$ cat config.mk
export PLATFORM = sky130hd
export DESIGN_NAME = lu_stall_unit
export DESIGN_NICKNAME = d
export VERILOG_FILES = /design/src/rtl/lu_pkg.sv /design/src/rtl/lu_hazard_detect.sv /design/src/rtl/lu_pc_counter.sv /design/src/rtl/lu_stage_reg.sv /design/src/rtl/lu_stall_unit.sv
export SDC_FILE = /design/constraint.sdc
export NUM_CORES = 1
export LEC_CHECK = 0
export ABC_AREA = 0
export CAP_MARGIN = 20
export CORE_ASPECT_RATIO = 0.6
export CORE_MARGIN = 1
export CORE_UTILIZATION = 43
export CTS_CLUSTER_SIZE = 40
export DETAILED_ROUTE_END_ITERATION = 8
export PLACE_DENSITY = 0.77
export SYNTH_ARGS = -nofsm -noshare
export SYNTH_HDL_FRONTEND = slang
export SYNTH_SLANG_ARGS = --single-unit
$ cat constraint.sdc
create_clock -name clk -period 2.03 [get_ports clk]
set_input_delay 0.203 -clock clk [delete_from_list [all_inputs] [get_ports clk]]
set_output_delay 0.203 -clock clk [all_outputs]
set_load 0.01 [all_outputs]
$ cat src/rtl/lu_pkg.sv
package lu_pkg;
  localparam int REG_AW = 5;
  localparam int CTRL_W = 4;
  localparam int CB_REGW = 0;
  localparam int CB_MRD  = 1;
  localparam int CB_MWR  = 2;
  localparam int CB_ALU  = 3;

  // A source collides with a destination when it is read and indices agree.
  function automatic logic src_hit(input logic used,
                                   input logic [REG_AW-1:0] src,
                                   input logic [REG_AW-1:0] dst);
    return used && (src == dst);
  endfunction
endpackage

$ cat src/rtl/lu_hazard_detect.sv
module lu_hazard_detect
  import lu_pkg::*;
(
  input  logic [CTRL_W-1:0] ex_ctrl,
  input  logic [REG_AW-1:0] ex_dst,
  input  logic [CTRL_W-1:0] id_ctrl,
  input  logic [REG_AW-1:0] id_rs,
  input  logic [REG_AW-1:0] id_rt,
  input  logic              id_uses_rs,
  input  logic              id_uses_rt,
  output logic              hazard
);
  logic ex_is_load;
  logic dst_live;
  logic rt_compared;
  logic rs_match;
  logic rt_match;

  always_comb begin
    ex_is_load  = ex_ctrl[CB_MRD];
    dst_live    = (ex_dst != '0);
    // store data is consumed later, in the memory stage
    rt_compared = id_uses_rt && !id_ctrl[CB_MWR];
    rs_match    = src_hit(id_uses_rs, id_rs, ex_dst);
    rt_match    = src_hit(rt_compared, id_rt, ex_dst);
    hazard      = ex_is_load && dst_live && (rs_match || rt_match);
  end
endmodule

$ cat src/rtl/lu_pc_counter.sv
module lu_pc_counter #(
  parameter int PC_W     = 32,
  parameter int RESET_PC = 0,
  parameter int PC_STEP  = 4
) (
  input  logic            clk,
  input  logic            rst,
  input  logic            we,
  output logic [PC_W-1:0] pc
);
  localparam logic [PC_W-1:0] PC_INIT = PC_W'(RESET_PC);
  localparam logic [PC_W-1:0] PC_INC  = PC_W'(PC_STEP);

  always_ff @(posedge clk) begin
    if (rst)     pc <= PC_INIT;
    else if (we) pc <= pc + PC_INC;
  end
endmodule

$ cat src/rtl/lu_stage_reg.sv
module lu_stage_reg #(
  parameter int W         = 8,
  parameter bit CLEARABLE = 1'b0
) (
  input  logic         clk,
  input  logic         rst,
  input  logic         en,
  input  logic         clr,
  input  logic [W-1:0] d,
  output logic [W-1:0] q
);
  generate
    if (CLEARABLE) begin : g_clr
      always_ff @(posedge clk) begin
        if (rst || clr) q <= '0;
        else if (en)    q <= d;
      end
    end else begin : g_plain
      logic unused_clr;
      assign unused_clr = clr;
      always_ff @(posedge clk) begin
        if (rst)     q <= '0;
        else if (en) q <= d;
      end
    end
  endgenerate
endmodule

$ cat src/rtl/lu_stall_unit.sv
module lu_stall_unit
  import lu_pkg::*;
#(
  parameter int PC_W     = 32,
  parameter int RESET_PC = 0,
  parameter int PC_STEP  = 4
) (
  input  logic              clk,
  input  logic              rst,
  input  logic [REG_AW-1:0] f_rs,
  input  logic [REG_AW-1:0] f_rt,
  input  logic [REG_AW-1:0] f_dst,
  input  logic [CTRL_W-1:0] f_ctrl,
  input  logic              f_uses_rs,
  input  logic              f_uses_rt,
  output logic [PC_W-1:0]   pc,
  output logic              pc_we,
  output logic              ifid_we,
  output logic              idex_clear,
  output logic              stall,
  output logic [REG_AW-1:0] id_rs,
  output logic [REG_AW-1:0] id_rt,
  output logic [REG_AW-1:0] id_dst,
  output logic [CTRL_W-1:0] id_ctrl,
  output logic [REG_AW-1:0] ex_dst,
  output logic [CTRL_W-1:0] ex_ctrl,
  output logic [REG_AW-1:0] mem_dst,
  output logic [CTRL_W-1:0] mem_ctrl
);
  localparam int IFID_W = 3 * REG_AW + CTRL_W + 2;
  localparam int CW_W   = REG_AW + CTRL_W;

  logic [IFID_W-1:0] ifid_d, ifid_q;
  logic [CW_W-1:0]   idex_d, idex_q, exmem_q;
  logic              id_uses_rs, id_uses_rt;
  logic              hazard;

  assign ifid_d = {f_rs, f_rt, f_dst, f_ctrl, f_uses_rs, f_uses_rt};
  assign {id_rs, id_rt, id_dst, id_ctrl, id_uses_rs, id_uses_rt} = ifid_q;
  assign idex_d = {id_dst, id_ctrl};
  assign {ex_dst, ex_ctrl}   = idex_q;
  assign {mem_dst, mem_ctrl} = exmem_q;

  lu_hazard_detect u_det (
    .ex_ctrl    (ex_ctrl),
    .ex_dst     (ex_dst),
    .id_ctrl    (id_ctrl),
    .id_rs      (id_rs),
    .id_rt      (id_rt),
    .id_uses_rs (id_uses_rs),
    .id_uses_rt (id_uses_rt),
    .hazard     (hazard)
  );

  assign stall      = hazard;
  assign pc_we      = !hazard;
  assign ifid_we    = !hazard;
  assign idex_clear = hazard;

  lu_pc_counter #(.PC_W(PC_W), .RESET_PC(RESET_PC), .PC_STEP(PC_STEP)) u_pc (
    .clk (clk), .rst (rst), .we (pc_we), .pc (pc)
  );

  lu_stage_reg #(.W(IFID_W), .CLEARABLE(1'b0)) u_ifid (
    .clk (clk), .rst (rst), .en (ifid_we), .clr (1'b0), .d (ifid_d), .q (ifid_q)
  );

  lu_stage_reg #(.W(CW_W), .CLEARABLE(1'b1)) u_idex (
    .clk (clk), .rst (rst), .en (1'b1), .clr (idex_clear), .d (idex_d), .q (idex_q)
  );

  lu_stage_reg #(.W(CW_W), .CLEARABLE(1'b0)) u_exmem (
    .clk (clk), .rst (rst), .en (1'b1), .clr (1'b0), .d (idex_q), .q (exmem_q)
  );
endmodule

After elaboration in Yosys (flattened, before gate mapping)
Cells that the tools add are included.

storage, ports and cells
  bits in registers = 71
  word-level logic and storage cells = 17

cells by class
  reductions and logical operators = 10
  add/sub/neg operators = 1
  eq/ne operators = 2

operators by type and width
  operator                 count
  $add A32 B3 Y32 const B  1
  $eq A5 B5 Y1             2
  $logic_and A1 B1 Y1      5
  $reduce_bool A5 Y1       1
  $logic_not A1 Y1         2
  $logic_or A1 B1 Y1       2

Logic depth before layout (Yosys ltp)
Gate-level depths: netlist of the first run.

  depth after elaboration = 6
  gate-level depth with buffers = 7
  mapped depth without buffers = 6

Hierarchy
A second synthesis of the first run with hierarchy kept.

second synthesis, totals
  cell total of the unflattened synthesis = 314
  area total of the unflattened synthesis = 3051.7 um2

by module, submodules not included
  module                  seq. area each (um2)  area an instance (um2)  cells an instance  times used
  lu_pc_counter           600.6                 1487.7                  165                1
  lu_stage_reg (u_ifid)   420.4                 752.0                   68                 1
  lu_stage_reg (u_idex)   180.2                 329.1                   30                 1
  lu_stage_reg (u_exmem)  180.2                 319.1                   29                 1
  lu_hazard_detect        0.0                   137.6                   17                 1
  lu_stall_unit           0.0                   26.3                    5                  1

Worst setup path after synthesis of the first run
Ideal clock, no wire load.

  kind = flip-flop to flip-flop
  from = register u_pc.pc[2]
  to = register u_pc.pc[24]
  cell stages (with the launch flop) = 7
  setup time = 0.121 ns
  data required time = 1.909 ns
  arrival = 1.937 ns
  buffers on the path = 0
  setup slack = -0.028 ns
  cells stage by stage = dfxtp_1 -> ha_1 -> and2_1 -> nor3b_1 -> nand2_1 -> a211oi_1 -> mux2_2

between the ends
  longest elaborated chain between the ends = 1

RTL lines
  element                   RTL line             text
  start: declaration        lu_pc_counter.sv:9   output logic [PC_W-1:0] pc
  start signal: assignment  lu_pc_counter.sv:16  else if (we) pc <= pc + PC_INC;
  $add A32 B3 Y32           lu_pc_counter.sv:16

No other way between the ends.
A chain may end at the register's enable or synchronous reset.

Worst setup path in the final report of the first run
  from = register u_idex.q[4]
  to = register u_pc.pc[30]

between the ends
  longest elaborated chain between the ends = 4
  elaborated cells on any way between the ends = 8
  those cells by class = eq/ne: 2; reduce/logical: 6

RTL lines
  element                   RTL line                text
  start: declaration        lu_stage_reg.sv:10      output logic [W-1:0] q
  start signal: assignment  lu_stage_reg.sv:15      if (rst || clr) q <= '0;
  start signal: assignment  lu_stage_reg.sv:16      else if (en) q <= d;
  $eq A5 B5 Y1              lu_pkg.sv:13            return used && (src == dst);
  $logic_and A1 B1 Y1       lu_pkg.sv:13
  $logic_or A1 B1 Y1        lu_hazard_detect.sv:26  hazard = ex_is_load && dst_live && (rs_match || rt_match);
  $logic_and A1 B1 Y1 *     lu_hazard_detect.sv:26

Every way passes the cells marked *; elsewhere a longest branch is shown, timed or not.

==> results.toml, run 1 <==
[layout]
stdcell_area_um2 = 4810
layout.nets = 491
area_growth_pct = 48.2
final_cells = 576
layout-drive-gt1-share = 0.210
final_cell_mix = "clkdlybuf4s50_1, dfxtp_1, nor2b_1, nor2_1, nand3_1"
seqCellArea_um2 = 1380
n_antenna_cell = 0
multi_input_area_um2 = 1770
nFillCells = 596
final_common_cell = "clkdlybuf4s50_1"

[global_route]
grt_pass1_vias = 2762
grt_max_degree = 98
grt_use_total = 0.237
grt_pass1_wl_um = 14500
grt_antenna_before_repair = 0
overflow = 0

[timing]
min_period_ns = 2.03
setup_ws_ns = 0.000362
rsz0062_at_grt = "yes"
hold_violations = 0
fmaxAchievable_mhz = 493
skew_ns = 0.00519
setup_viol_count_final = 0
tns_ns = 0
drv_slew = 0
fin_crit_sh = 1.00

[place]
post-place-ws_ns = -0.0220
hpwl_um = 6080
dpl-instance-area_um2 = 4380
place.gp.congestion = 0.790
post-place-cells = 556
port_buffers = 93

[status]
status = "completed"

[critical_path]
crit_slowest_cell = "or4_4"
cp.required_ns = 2.25
critPathMaxFanout = 13
cp-end-kind = "register"
timing.rr.start = "u_idex.q[4]$_SDFF_PP0_"
critPathKind = "register to register"
r2r_end = "u_pc.pc[30]$_SDFFE_PP0N_"
worst-r2r-setup-slack_ns = 0.0004
reg2regPathDepth = 6
slowest_delay_ns = 0.53
cp.arrival_ns = 2.25
path_cells = "or4_4, o21a_4, buf_12, buf_6, a211oi_2, mux2_1"
critPathLaunchType = "register"

[worst_hold_path]
hold_class = "input pin to register"
hold_path_end = "u_exmem.q[2]$_SDFF_PP0_"
worstHoldPathCells = 3
min-delay-start = "rst"

[pwr]
irDropWorstVdd_mv = 0.534
pwr_density_cell_nw_per_um2 = 717
total_power_w = 0.00345
leakagePower_nw = 1.74

[synthesis]
yosysSeqAreaShare = 0.425
yosys.cell_types.count = 39
netlist_area_um2 = 3250
yosysTopAreaCellShare = 0.425
synth.ff_latch_count = 69
avgSynthCellArea_um2 = 8.92
yosysWarnings = 0
yosys.area.top_type = "dfxtp_1"
synth.area.top_cells = "dfxtp_1, mux2_2, nor2b_1"
syn_inst = 364

[floorplan]
initial_core_util = 0.445
ios = 96
die_area_um2 = 7920
die_width_um = 114
die_y_um = 69.3
rows = 24
core_area_um2 = 7300

[route]
dr.pass1.iters = 5
vias_per_cell = 5.41
drtAntennaViolNets = 0
drc_errors = 0
wl_per_cell_um = 15.8
vias = 3118
wl_um = 9090
drt_iter0_markers = 256

[clock_tree]
h-tree-depth = 3
cts_tree = "done"
cts-root-buf = "clkbuf_16"
clock_sinks = 69
clkTransAtPathRegs_ns = 0.06
cts_buffer_depth = 2
clk_latency_ns = 0.33
holdBufCountCts = 0
numCtsBuffers = 9

[run]
cap_viol_max_count = 0
## how the worst max path moves through the flow
stage                                 from                  endpoint  slack [ns]
floorplan           u_idex.q[4]$_SDFF_PP0_  u_pc.pc[29]$_SDFFE_PP0N_        0.06
global placement    u_idex.q[4]$_SDFF_PP0_  u_pc.pc[26]$_SDFFE_PP0N_        0.04
CTS                 u_idex.q[4]$_SDFF_PP0_  u_pc.pc[13]$_SDFFE_PP0N_       -0.04
global route        u_idex.q[4]$_SDFF_PP0_  u_pc.pc[30]$_SDFFE_PP0N_       -0.04
finish              u_idex.q[4]$_SDFF_PP0_  u_pc.pc[30]$_SDFFE_PP0N_      0.0004
detailed placement  u_idex.q[4]$_SDFF_PP0_  u_pc.pc[13]$_SDFFE_PP0N_       -0.02
## metrics by stage
| step | utilization | hold slack (ns) |
|---|---|---|
| global placement | 0.600 | 0.450 |
| CTS | 0.653 | 0.387 |
| global route | 0.660 | 0.421 |
| floorplan | - | 0.364 |
| finish | 0.660 | 0.400 |
| detailed placement | 0.600 | 0.456 |
## cell type report
class,count,share of cell area
clock buffer,9,0.0468
clock inverter,7,0.0187
inverter,4,0.00312
multi-input combinational,260,0.369
sequential,69,0.287
tap,104,0.0270
timing repair buffer,123,0.248
## flip-flops by register name, summed over array words and instances, names as in the netlist
| name | cells |
|---|---|
| u_pc.pc | 30 |
| u_ifid.q | 21 |
| u_exmem.q | 9 |
| u_idex.q | 9 |
## worst max-delay path: cells and delay by family, from the launching register on
family,cells,cell delay (ns)
flip-flops,1,0.32
multiplexers,1,0.34
AND/OR/NAND/NOR,1,0.53
buffers and inverters,2,0.26
AO/OA/AOI/OAI,2,0.46
## cell families after synthesis
group | share of synthesized area
other | 0.00115
and+or+nand+nor | 0.240
adders and majority gates | 0.00385
DFF | 0.425
muxes | 0.0971
buffers and inverters | 0.0543
xor gates and xnor gates | 0.0270
AOI/OAI and AO/OA | 0.151
## routing by layer
layer  vias to the layer above  GRT usage  routed length (um)
li1                       1485          -                   -
met1                      1517      0.337                4360
met2                       110      0.341                4010
met3                         6     0.0795                 640
met4                         0     0.0592                  75
met5                         -          0                   0
## synth_stat cells (all sizes together)
library cell,number
nor2,34
clkbuf,15
a21oi,35
o22a,1
inv,4
and2,2
o2111ai,1
xnor2,10
o211ai,2
and4,3
o21a,1
buf,17
nand3b,1
o22ai,1
o21ai,26
dfxtp,69
nor4b,1
ha,1
a211oi,8
or4,1
mux2,28
and3,2
conb,1
a2111oi,2
nor2b,34
nand4,14
nor3,2
nand3,30
nor3b,11
nand2,7
## timing repair
action                                  CTS  global route
gates resized for setup                  14            17
setup buffers                             4             0
endpoints found under the setup margin    7            26
gates cloned                              1             0
pin swaps                                 5             4
## power by group
part / internal, W / total (W) / switching, W
sequential: 0.00140 / 0.00143 / 0.0000363
combinational: 0.000181 / 0.000352 / 0.000172
clock: 0.00107 / 0.00167 / 0.000598
total: 0.00264 / 0.00345 / 0.000805
Note: power is estimated with default switching activity, not from simulation.
==> run 2, diff against run 1 <==
--- a/config.mk
+++ b/config.mk
@@ -5,11 +5,11 @@
 export SDC_FILE = /design/constraint.sdc
 export NUM_CORES = 1
 export LEC_CHECK = 0
-export ABC_AREA = 0
+export ABC_AREA = 1
 export CAP_MARGIN = 20
 export CORE_ASPECT_RATIO = 0.6
 export CORE_MARGIN = 1
-export CORE_UTILIZATION = 43
+export CORE_UTILIZATION = 45
 export CTS_CLUSTER_SIZE = 40
 export DETAILED_ROUTE_END_ITERATION = 8
 export PLACE_DENSITY = 0.77
==> run 2 against run 1 <==
  * Flip-flop and latch count unchanged
  * Area after synthesis rose by 18%
  * Clock power rose by 3%
  * Register-to-register slack improved by 0.20 ns
  * Clock skew increased by 0.0013 ns
  * Global-route usage rose by 2.3 points
  * Worst setup slack gained 0.15 ns
  * Final area rose by 5.7%
  * Via count is 23% higher
  * Combinational power is 3% higher
  * Cell count up 32%
  * Highest routed layer unchanged
==> results.toml, run 2 <==
[route]
drc_errors = 0
drtAntennaViolNets = 0
wl_um = 11100
wl_per_cell_um = 14.6
dr.pass1.iters = 5
drt_iter0_markers = 400
vias = 3838
vias_per_cell = 5.06

[critical_path]
critPathKind = "register to primary output"
crit_slowest_cell = "dfxtp_1"
r2r_end = "u_pc.pc[15]$_SDFFE_PP0N_"
critPathMaxFanout = 5
reg2regPathDepth = 9
path_cells = "inv_1, nand2_1, nand2_1, nor2_1, nand3_1, nand2_4, nand2_4, clkinv_4, dlygate4sd2_1"
worst-r2r-setup-slack_ns = 0.20
cp.required_ns = 1.83
cp-end-kind = "primary output"
timing.rr.start = "u_ifid.q[12]$_SDFFE_PP0N_"
cp.arrival_ns = 1.68
slowest_delay_ns = 0.36
critPathLaunchType = "register"

[layout]
top_regs = "u_pc.pc: 30 flops, u_ifid.q: 21 flops"
final_common_cell = "nand2_1"
stdcell_area_um2 = 5090
final_cell_mix = "nand2_1, clkdlybuf4s50_1, nor2_2, nor2_1, nand3_1"
area_growth_pct = 32.4
nFillCells = 746
n_antenna_cell = 0
max_flop_register = "u_pc.pc"
seqCellArea_um2 = 1390
layout-drive-gt1-share = 0.198
largest_register_ff_count = 30
layout.nets = 670
multi_input_area_um2 = 2070

[global_route]
grt_pass1_vias = 3465
overflow = 0
use_met2 = 0.368
grt_max_degree = 53
grt_pass1_wl_um = 17600
use_met3 = 0.0807
grt_antenna_before_repair = 0
top_usage_layer = "met1"
grt_use_total = 0.259
grt.met1_usage = 0.376

[clock_tree]
clock_sinks = 69
cts_buffer_depth = 2
numCtsBuffers = 9
cts_tree = "done"
h-tree-depth = 3
holdBufCountCts = 0
cts-root-buf = "clkbuf_16"
post-cts-setup-buffer-count = 0
clkTransAtPathRegs_ns = 0.06
clk_latency_ns = 0.34

[place]
port_buffers = 93
dpl-instance-area_um2 = 4750
place.gp.congestion = 0.887
post-place-ws_ns = 0.170
hpwl_um = 7920

[synthesis]
synthArstFlopShare = 0
muxShareOfSynthArea = 0
yosys.area.top_type = "dfxtp_1"
yosysSeqAreaShare = 0.359
yosysMostFrequentCell = "nand2_1"
synth-edff-count = 0
yosysWarnings = 0
syn_inst = 559
synth-simple-area-share = 0.470
synth.area.top_cells = "dfxtp_1, nand2_1, nor2_2"
netlist_area_um2 = 3840
yosys-top-cells-count = "nand2_1, dfxtp_1, nor2_1"
yosys.cell_types.count = 29
yosysTopAreaCellShare = 0.359
yosys.area_share.adder = 0.00326
synth_flop_cell = "dfxtp_1"
synth_top_family_by_area = "simple AND/OR/NAND/NOR gates"
synth.ff_latch_count = 69
synth_xor_area_frac = 0.0319
avgSynthCellArea_um2 = 6.88
synth_compound_area_frac = 0.0303

[timing]
tightestPinTransition_ns = 0.570
rsz0062_at_grt = "no"
min_period_ns = 1.88
holdWs_ns = 0.421
setup_viol_count_final = 0
hold_violations = 0
tns_ns = 0
setup_ws_ns = 0.152
skew_ns = 0.00647
fin_crit_sh = 0.925
fmaxAchievable_mhz = 532
slew_headroom = 0.620
drv_slew = 0

[status]
status = "completed"

[floorplan]
rows = 25
ios = 96
die_y_um = 73.6
die_area_um2 = 8930
die_width_um = 121
core_area_um2 = 8070
initial_core_util = 0.476

[worst_hold_path]
worstHoldPathCells = 2
hold_path_end = "u_exmem.q[3]$_SDFF_PP0_"
hold_class = "register to register"
min-delay-start = "u_idex.q[3]$_SDFF_PP0_"

[pwr]
irDropWorstVdd_mv = 0.409
clkPwrFrac = 0.490
pwr_density_cell_nw_per_um2 = 691
p_comb_frac = 0.103
total_power_w = 0.00352
seqPwrFrac = 0.408
leakagePower_nw = 1.96
p_int_w = 0.00267
p_sw_w = 0.000846
p_sw_frac = 0.240

[run]
cap_viol_max_count = 0
[run 2: cell types whose count changed in the layout (fill, tap and decap cells not counted), moves of 25 or more]
cell / delta
nor2b_1: -34
nor2_2: +66
nor2_1: +32
nand3_1: +35
inv_1: +35
nand2_1: +153
o21ai_0: -25
[run 2: power by group through the flow]
| stage | Combinational (W) | Clock [W] | Sequential (W) |
|---|---|---|---|
| 2_1_floorplan | 0.000182 | 0 | 0.00148 |
| 3_3_place_gp | 0.000350 | 0 | 0.00146 |
| 3_5_place_dp | 0.000358 | 0 | 0.00146 |
| 4_1_cts | 0.000360 | 0.00173 | 0.00143 |
| 5_1_grt | 0.000393 | 0.00179 | 0.00144 |
| 6_report | 0.000361 | 0.00172 | 0.00143 |
[run 2: layout make-up]
type                       instances  share of cell area
tap                              108              0.0266
sequential                        69               0.274
timing repair buffer             100               0.192
inverter                          49              0.0371
multi-input combinational        417               0.406
clock buffer                      10              0.0470
clock inverter                     6              0.0170
[run 2: through the flow]
stage | utilization | cells
2_1_floorplan | - | 560
5_1_grt | 0.631 | 759
3_3_place_gp | 0.589 | 743
4_1_cts | 0.631 | 759
3_5_place_dp | 0.589 | 743
6_report | 0.631 | 759
[run 2: how the worst max path moves through the flow]
stage                              start                        to  slack, ns  cells past startpoint
2_1_floorplan    u_pc.pc[2]$_SDFFE_PP0N_  u_pc.pc[18]$_SDFFE_PP0N_       0.51                      8
3_3_place_gp      u_idex.q[4]$_SDFF_PP0_                     stall       0.26                      9
3_5_place_dp      u_idex.q[4]$_SDFF_PP0_   u_pc.pc[3]$_SDFFE_PP0N_       0.17                     11
4_1_cts           u_idex.q[4]$_SDFF_PP0_                idex_clear       0.18                      9
5_1_grt        u_ifid.q[19]$_SDFFE_PP0N_                idex_clear       0.05                      9
6_report       u_ifid.q[12]$_SDFFE_PP0N_                     stall       0.15                      9
[run 2: cell families after synthesis]
logic type               after synthesis
flip-flops                            69
buffers and inverters                 74
adder cells (fa/ha/maj)                1
AO/OA/AOI/OAI                         19
XOR/XNOR                              14
AND/OR/NAND/NOR                      381
other                                  1
[run 2: timing repair]
action	4_1_cts	5_1_grt
gates resized for setup	13	0
endpoints found under the setup margin	4	0
hold endpoints to repair	0	0
[run 2: critical path: cells and delay by family, from the launching register on]
family | cells | cell delay, ns
buffers and inverters | 3 | 0.39
flip-flops | 1 | 0.36
AND/OR/NAND/NOR | 6 | 0.57
[run 2: routing by layer]
layer	vias to the layer above	part of all wire	wire length, um
li1	1886	-	-
met1	1786	0.49	5470
met2	154	0.42	4620
met3	12	0.079	876
met4	0	0.011	125
met5	-	0	0
==> run 3, diff against run 2 <==
--- a/config.mk
+++ b/config.mk
@@ -7,12 +7,15 @@
 export LEC_CHECK = 0
 export ABC_AREA = 1
 export CAP_MARGIN = 20
+export CELL_PAD_IN_SITES_DETAIL_PLACEMENT = 0
+export CELL_PAD_IN_SITES_GLOBAL_PLACEMENT = 1
 export CORE_ASPECT_RATIO = 0.6
 export CORE_MARGIN = 1
-export CORE_UTILIZATION = 45
+export CORE_UTILIZATION = 40
 export CTS_CLUSTER_SIZE = 40
 export DETAILED_ROUTE_END_ITERATION = 8
-export PLACE_DENSITY = 0.77
+export DONT_BUFFER_PORTS = 1
+export PLACE_DENSITY_LB_ADDON = 0.1
 export SYNTH_ARGS = -nofsm -noshare
 export SYNTH_HDL_FRONTEND = slang
 export SYNTH_SLANG_ARGS = --single-unit
==> run 3 against run 2 <==
  * Clock skew about the same
  * Clock power about the same
  * Via count down 10%
  * Critical path depth down 1
  * Combinational power down 26%
  * Die area up 12%
  * Routed wire length up 1.1%
  * Worst setup slack worse by 0.039 ns
  * Fmax down 2.0%
  * Final area down 13%
  * Register-to-register slack better by 0.13 ns
==> results.toml, run 3 (synthesis results as in run 2) <==
[pwr]
pwr_density_cell_nw_per_um2 = 774
leakagePower_nw = 1.73
total_power_w = 0.00344
irDropWorstVdd_mv = 0.422

[floorplan]
core_area_um2 = 9260
ios = 96
rows = 27
die_area_um2 = 10000
initial_core_util = 0.415
die_y_um = 77.9
die_width_um = 129

[clock_tree]
h-tree-depth = 3
cts_tree = "done"
clock_sinks = 69
clk_latency_ns = 0.34
numCtsBuffers = 9
cts_buffer_depth = 2
cts-root-buf = "clkbuf_16"
clkTransAtPathRegs_ns = 0.06

[global_route]
use_met2 = 0.317
overflow = 0
grt_max_degree = 53
grt_antenna_before_repair = 0
grt.met1_usage = 0.357
use_met3 = 0.0862
grt_pass1_vias = 3294
top_usage_layer = "met1"
grt_use_total = 0.242
grt_pass1_wl_um = 18000

[route]
drtAntennaViolNets = 0
wl_per_cell_um = 15.8
dr.pass1.iters = 5
vias_per_cell = 4.83
wl_um = 11200
vias = 3440
drt_iter0_markers = 257
drc_errors = 0

[layout]
final_cell_mix = "nand2_1, nor2_1, dfxtp_1, nand3_1, nor2_2"
n_antenna_cell = 0
stdcell_area_um2 = 4440
layout-drive-gt1-share = 0.220
final_cells = 712
layout.nets = 601
final_common_cell = "nand2_1"
max_flop_register = "u_pc.pc"
area_growth_pct = 15.6
largest_register_ff_count = 30
nFillCells = 965
top_regs = "u_pc.pc: 30 flops, u_ifid.q: 21 flops"

[critical_path]
cp-end-kind = "primary output"
cp.required_ns = 1.83
cp.arrival_ns = 1.71
r2r_end = "u_pc.pc[29]$_SDFFE_PP0N_"
startpoint = "u_idex.q[7]$_SDFF_PP0_"
critPathMaxFanout = 18
crit_end = "ifid_we"
critPathKind = "register to primary output"
reg2regPathDepth = 9
critPathLaunchType = "register"
worst-r2r-setup-slack_ns = 0.33
timing.rr.start = "u_pc.pc[20]$_SDFFE_PP0N_"

[timing]
drv_slew = 0
min_period_ns = 1.92
fin_crit_sh = 0.945
skew_ns = 0.00655
fmaxAchievable_mhz = 522
hold_violations = 0
holdWs_ns = 0.0200
setup_viol_count_final = 0

[place]
post-place-cells = 675
place.gp.congestion = 0.910
dpl-instance-area_um2 = 3890
port_buffers = 0
hpwl_um = 7690

[run]
cap_viol_max_count = 0

[worst_hold_path]
hold_class = "input pin to register"

[status]
status = "completed"
run 3: layout make-up:
type | count | area [um2] | area share
clock buffer | 9 | 225 | 0.0507
clock inverter | 7 | 98.8 | 0.0223
inverter | 49 | 196 | 0.0442
multi-input combinational | 417 | 2070 | 0.465
sequential | 69 | 1390 | 0.312
tap | 130 | 163 | 0.0366
timing repair buffer | 31 | 308 | 0.0693
run 3: layer usage:
layer	up-vias	routed length, um
met5	-	0
met4	0	140
met3	12	1130
met2	136	4180
met1	1537	5770
li1	1755	-
run 3: worst min path at each step:
stage,slack (ns),cells after the start,end,from
floorplan,0.31,2,u_ifid.q[0]$_SDFFE_PP0N_,f_uses_rt
detailed placement,0.27,1,u_pc.pc[11]$_SDFFE_PP0N_,rst
CTS,0.01,2,u_ifid.q[1]$_SDFFE_PP0N_,f_uses_rs
global route,0.02,2,u_ifid.q[1]$_SDFFE_PP0N_,f_uses_rs
global placement,0.27,1,u_pc.pc[11]$_SDFFE_PP0N_,rst
finish,0.02,2,u_ifid.q[1]$_SDFFE_PP0N_,f_uses_rs
run 3: timing repair:
item | 4_1_cts | 5_1_grt
endpoints found under the hold margin | 47 | 0
buffers inserted | 0 | 0
endpoints found under the setup margin | 2 | 4
hold buffers | 21 | 0
resized for setup | 1 | 3
run 3: critical path, cell delays in order, from the launching register on:
cell and delay [ns]:
dfxtp_1 0.50, inv_2 0.08, nand2_1 0.06, nand2_1 0.05, nor2_1 0.09, nand3_1 0.13
nand2_4 0.12, nand2_4 0.10, buf_4 0.23
run 3: per-stage QoR:
| stage | setup TNS [ns] | setup slack, ns | util |
|---|---|---|---|
| 6_report | 0 | 0.113 | 0.480 |
| 5_1_grt | -0.0224 | -0.0112 | 0.480 |
| 4_1_cts | 0 | 0.0279 | 0.479 |
| 3_5_place_dp | 0 | 0.176 | 0.420 |
| 3_3_place_gp | 0 | 0.187 | 0.420 |
| 2_1_floorplan | 0 | 0.506 | - |
run 3: power by group:
| part | leakage, nW | switching (W) | internal, W |
|---|---|---|---|
| Clock | 0.156 | 0.000637 | 0.00108 |
| Combinational | 1.01 | 0.000163 | 0.000104 |
| Sequential | 0.566 | 0.0000558 | 0.00140 |
| Total | 1.73 | 0.000856 | 0.00258 |
